$ cat src/rtl/modectl_pkg.sv
package modectl_pkg;
    typedef enum logic [1:0] {
        ST_PWRDN = 2'd0,
        ST_SER   = 2'd1,
        ST_DES   = 2'd2
    } mctl_state_e;

    localparam logic [1:0] MODE_OFF  = 2'b00;
    localparam logic [1:0] MODE_HALF = 2'b11;
endpackage

$ cat src/rtl/modectl_actdet.sv
module modectl_actdet #(
    parameter int WIN_CYC   = 64,
    parameter int MIN_EDGES = 4
) (
    input  logic clk,
    input  logic rst_n,
    input  logic clr,
    input  logic ref_lvl,
    output logic act_pulse
);
    localparam int WW = $clog2(WIN_CYC);
    localparam int EW = $clog2(MIN_EDGES + 1);

    logic [2:0]    sync_q;
    logic [WW-1:0] win_q;
    logic [EW-1:0] cnt_q;
    logic          edge_w;
    logic          wrap_w;

    assign edge_w    = sync_q[1] & ~sync_q[2];
    assign wrap_w    = (win_q == WW'(WIN_CYC - 1));
    assign act_pulse = edge_w && !wrap_w && (cnt_q == EW'(MIN_EDGES - 1));

    always_ff @(posedge clk or negedge rst_n) begin
        if (!rst_n) begin
            sync_q <= '0;
            win_q  <= '0;
            cnt_q  <= '0;
        end else if (clr) begin
            sync_q <= '0;
            win_q  <= '0;
            cnt_q  <= '0;
        end else begin
            sync_q <= {sync_q[1:0], ref_lvl};
            win_q  <= wrap_w ? '0 : win_q + 1'b1;
            if (wrap_w)
                cnt_q <= edge_w ? EW'(1) : '0;
            else if (edge_w && (cnt_q < EW'(MIN_EDGES)))
                cnt_q <= cnt_q + 1'b1;
        end
    end
endmodule

$ cat src/rtl/modectl_fsm.sv
module modectl_fsm
    import modectl_pkg::*;
(
    input  logic       clk,
    input  logic       rst_n,
    input  logic [1:0] mode_sel,
    input  logic       dir_in,
    output logic       core_rst_n,
    output logic       ser_en,
    output logic       des_en,
    output logic       par_oe,
    output logic       par_in_en,
    output logic       lvcmos_oe,
    output logic       wclk_hold_hi,
    output logic [1:0] rate_sel,
    output logic       half_rate
);
    mctl_state_e state_q, state_d;
    logic [1:0]  rate_q;

    always_comb begin
        state_d = state_q;
        unique case (state_q)
            ST_PWRDN: if (mode_sel != MODE_OFF) state_d = dir_in ? ST_SER : ST_DES;
            ST_SER:   if (mode_sel == MODE_OFF) state_d = ST_PWRDN;
                      else if (!dir_in)         state_d = ST_DES;
            ST_DES:   if (mode_sel == MODE_OFF) state_d = ST_PWRDN;
                      else if (dir_in)          state_d = ST_SER;
            default:  state_d = ST_PWRDN;
        endcase
    end

    always_ff @(posedge clk or negedge rst_n) begin
        if (!rst_n) begin
            state_q <= ST_PWRDN;
            rate_q  <= MODE_OFF;
        end else begin
            state_q <= state_d;
            rate_q  <= mode_sel;
        end
    end

    always_comb begin
        core_rst_n   = 1'b0;
        ser_en       = 1'b0;
        des_en       = 1'b0;
        par_oe       = 1'b0;
        par_in_en    = 1'b0;
        lvcmos_oe    = 1'b0;
        wclk_hold_hi = 1'b0;
        unique case (state_q)
            ST_PWRDN: ;
            ST_SER: begin
                core_rst_n   = 1'b1;
                ser_en       = 1'b1;
                par_in_en    = 1'b1;
                lvcmos_oe    = 1'b1;
                wclk_hold_hi = 1'b1;
            end
            ST_DES: begin
                core_rst_n = 1'b1;
                des_en     = 1'b1;
                par_oe     = 1'b1;
                lvcmos_oe  = 1'b1;
            end
            default: ;
        endcase
        rate_sel  = rate_q;
        half_rate = (rate_q == MODE_HALF);
    end
endmodule

$ cat src/rtl/modectl_dedhold.sv
module modectl_dedhold #(
    parameter int DED_W = 2
) (
    input  logic             clk,
    input  logic             rst_n,
    input  logic             clr,
    input  logic             cap_en,
    input  logic [DED_W-1:0] din,
    output logic [DED_W-1:0] dout
);
    always_ff @(posedge clk or negedge rst_n) begin
        if (!rst_n)      dout <= '0;
        else if (clr)    dout <= '0;
        else if (cap_en) dout <= din;
    end
endmodule

$ cat src/rtl/serdes_modectl.sv
module serdes_modectl
    import modectl_pkg::*;
#(
    parameter int DED_W     = 2,
    parameter int WIN_CYC   = 64,
    parameter int MIN_EDGES = 4
) (
    input  logic             clk,
    input  logic             rst_n,
    input  logic [1:0]       mode_sel,
    input  logic             dir_in,
    input  logic             ref_lvl,
    input  logic [DED_W-1:0] ded_in,
    input  logic             ded_stb,
    output logic             dir_out,
    output logic             core_rst_n,
    output logic             ser_en,
    output logic             des_en,
    output logic             par_oe,
    output logic             par_in_en,
    output logic             lvcmos_oe,
    output logic             wclk_hold_hi,
    output logic [1:0]       rate_sel,
    output logic             half_rate,
    output logic             clk_src_ref,
    output logic [DED_W-1:0] ded_out
);
    logic pd_req;
    logic act_pulse;
    logic src_q;

    assign dir_out = ~dir_in;
    assign pd_req  = (mode_sel == MODE_OFF);

    modectl_fsm u_fsm (
        .clk          (clk),
        .rst_n        (rst_n),
        .mode_sel     (mode_sel),
        .dir_in       (dir_in),
        .core_rst_n   (core_rst_n),
        .ser_en       (ser_en),
        .des_en       (des_en),
        .par_oe       (par_oe),
        .par_in_en    (par_in_en),
        .lvcmos_oe    (lvcmos_oe),
        .wclk_hold_hi (wclk_hold_hi),
        .rate_sel     (rate_sel),
        .half_rate    (half_rate)
    );

    modectl_actdet #(.WIN_CYC(WIN_CYC), .MIN_EDGES(MIN_EDGES)) u_act (
        .clk       (clk),
        .rst_n     (rst_n),
        .clr       (pd_req),
        .ref_lvl   (ref_lvl),
        .act_pulse (act_pulse)
    );

    modectl_dedhold #(.DED_W(DED_W)) u_ded (
        .clk    (clk),
        .rst_n  (rst_n),
        .clr    (pd_req),
        .cap_en (des_en && ded_stb),
        .din    (ded_in),
        .dout   (ded_out)
    );

    always_ff @(posedge clk or negedge rst_n) begin
        if (!rst_n)         src_q <= 1'b0;
        else if (pd_req)    src_q <= 1'b0;
        else if (act_pulse) src_q <= 1'b1;
    end

    assign clk_src_ref = src_q;
endmodule

$ cat config.mk
export PLATFORM = sky130hd
export DESIGN_NAME = serdes_modectl
export DESIGN_NICKNAME = d
export VERILOG_FILES = /design/src/rtl/modectl_pkg.sv /design/src/rtl/modectl_actdet.sv /design/src/rtl/modectl_fsm.sv /design/src/rtl/modectl_dedhold.sv /design/src/rtl/serdes_modectl.sv
export SDC_FILE = /design/constraint.sdc
export NUM_CORES = 1
export LEC_CHECK = 0
export BUFFER_PORTS_ARGS = -buffer_cell sky130_fd_sc_hd__clkbuf_2
export CAP_MARGIN = 20
export CORE_MARGIN = 1.5
export CORE_UTILIZATION = 38
export CTS_CLUSTER_DIAMETER = 40
export DETAILED_ROUTE_END_ITERATION = 10
export SKIP_CTS_REPAIR_TIMING = 1
export SLEW_MARGIN = 20
export SYNTH_ARGS = -nofsm -noshare
export SYNTH_HDL_FRONTEND = slang
export SYNTH_SLANG_ARGS = --single-unit
$ cat constraint.sdc
create_clock -name clk -period 2.2 [get_ports clk]
set_input_delay 0.22 -clock clk [delete_from_list [all_inputs] [get_ports clk]]
set_output_delay 0.22 -clock clk [all_outputs]
set_load 0.005 [all_outputs]
==> flow_summary.toml <==
[route]
drt_iter0_markers = 3
viasPerCell = 4.94
first_pass_iters = 4
ant_nets = 0
drt-total-wl_um = 1740
avgRoutedWirePerCell_um = 12.5
via_count = 687
drc = 0

[global_route]
antenna_found_initial = 0
grt_pass1_wl_um = 2930
grt.total_usage_pct = 14.8
grt_max_degree = 20
grt.overflow.total = 0
grt_pass1_vias = 668

[pwr]
peakVddDrop_uv = 593
total_power_uw = 1050
p_leak_uw = 0.000543
power.density_mw_per_mm2 = 957

[die]
start_util_pct = 41.7
core.rowCount = 17
die_w_um = 53.0
core_area_mm2 = 0.00228
io_pins = 23
dieHeight_um = 53.0
die_area_mm2 = 0.00280

[clock_tree]
clk_pin_slew_ns = 0.11
cts_tree = "built"
cts_root_buf = "clkbuf_4"
clock_path_buffers = 2
cts_made_buffers = 3
clock_latency_ns = 0.30
clock-sinks = 19
htreeDepth = 1

[yosys]
yosysWarningCount = 0
synth_seq_area_share_pct = 50.1
synthTopCellsByArea = "dfrtp_1 50%, ha_1 9.2%, a21oi_1 3.7%"
syn_inst = 88
synth_area_per_cell_um2 = 10.8
yosys.area.top_type_share_pct = 50.1
ys_types = 28
synth_nets = 104
netlist_area_um2 = 948
yosysTopAreaCell = "dfrtp_1"
ys_ff_latch = 19

[finish]
syn_to_final_growth_pct = 15.7
final_util_pct = 48.2
antenna_cells = 0
drive_gt1_share_pct = 30.6
layout_commonest_cell = "clkbuf_2"
layout_common_cells = "22 x clkbuf_2, 19 x dfrtp_1, 7 x a21oi_1, 7 x ha_1, 6 x inv_1"
nets = 128

[place]
hpwl_um = 1330
portBuffers = 22
gp_congestion = 0.674

[sta]
drv_slew = 0
worst_slew_pin_slew_ns = 0.481
timing.final.crit_share_pct = 79.6
max_freq_ghz = 0.571
setup-tns-final_ns = 0
period_needed_ns = 1.75
setup-violations-final = 0
clock_skew_ns = 0.00474
hold_viol = 0
max_slew_margin_pct = 67.9
rsz0062_at_grt = "no"

[job]
maxCapViolCount = 0

[worst_setup_path]
worstPathArrival_ns = 1.95
required_ns = 2.40
crit_path_end_kind = "register"
startpoint_type = "register"
crit_type = "register to register"
path_max_fanout = 7

[min_path]
worstHoldPathType = "input pin to register"

[status]
status = "complete, no violations"
## logic make-up after synthesis
group	after synthesis	synth area share [%]
AO/OA/AOI/OAI	15	8.84
XOR/XNOR	3	2.77
adder cells (fa/ha/maj)	7	9.23
buffers and inverters	11	6.73
flip-flops	19	50.1
multiplexers	5	5.67
AND/OR/NAND/NOR	28	16.6
## synth_stat cells
cell	n
o21ai_0	4
mux2_1	1
xor2_1	2
nand2b_1	2
buf_4	4
nor3b_1	1
mux2_2	2
mux2i_1	2
and2_1	1
o211ai_1	1
ha_1	7
or3_1	1
nand2_1	5
inv_1	6
nand3_1	4
xnor2_1	1
or3b_1	1
nor3_1	1
o22a_1	1
nor2_1	5
nand4_1	1
o22ai_1	2
a21oi_1	7
buf_6	1
dfrtp_1	19
and2b_2	4
nor2_2	1
nor2b_1	1
## path summary, 6_finish.rpt
kind	startpoint	end	slack [ns]	depth (start not counted)
setup reg to reg	u_fsm.state_q[0]	u_fsm.state_q[0]	0.45	5
min in group asynchronous	rst_n	u_act.cnt_q[0]	0.39	2
max in group asynchronous	rst_n	u_act.win_q[4]	1.49	2
setup / recovery	u_fsm.state_q[0]	u_fsm.state_q[0]	0.45	5
hold / removal	mode_sel[1]	u_fsm.rate_sel[1]	0.10	1
hold reg to reg	u_act.win_q[0]	u_act.win_q[0]	0.47	1
## layout make-up
class                      count  area [um^2]
fill                         209         1180
sequential                    19          475
multi-input combinational     58          409
timing repair buffer          24          128
tap                           28         35.0
clock buffer                   3         22.5
inverter                       6         22.5
clock inverter                 1         5.00
## metrics by stage
| step | instance area [um^2] | std cells | setup slack (ns) | hold WS, ns |
|---|---|---|---|---|
| global placement | 1060 | 134 | 0.544 | 0.203 |
| floorplan | 948 | 88 | 0.583 | -0.0756 |
| CTS | 1090 | 138 | 0.448 | -0.135 |
| global route | 1100 | 139 | 0.350 | 0.0997 |
| detailed placement | 1060 | 134 | 0.472 | 0.202 |
| finish | 1100 | 139 | 0.449 | 0.102 |
## worst max-delay path, stage by stage (launching register included)
cell and delay (ns):
dfrtp_1 0.41, inv_1 0.08, ha_1 0.28, mux2_1 0.31
mux2i_1 0.21, mux2_2 0.36
## layer usage
layer / global-route usage [%] / up-vias / routed length [um]
li1: - / 340 / -
met1: 18.1 / 330 / 803
met2: 24.8 / 15 / 842
met3: 2.54 / 2 / 74
met4: 7.69 / 0 / 17
met5: 0 / - / 0
## power by group
group          internal, uW  leakage [uW]  switching [uW]  total [uW]
logic                   200      0.000279             189         388
registers               424      0.000246            60.2         484
clock network          67.7     0.0000177             110         177
total                   692      0.000543             358        1050
## sequential cells by signal, indices dropped and copies added, names as in the netlist
name and count:
u_act.win_q 6, u_act.cnt_q 3, u_act.sync_q 3, u_ded.dout 2, u_fsm.rate_sel 2, u_fsm.state_q 2
clk_src_ref 1
(Power assumes the default switching activity.)
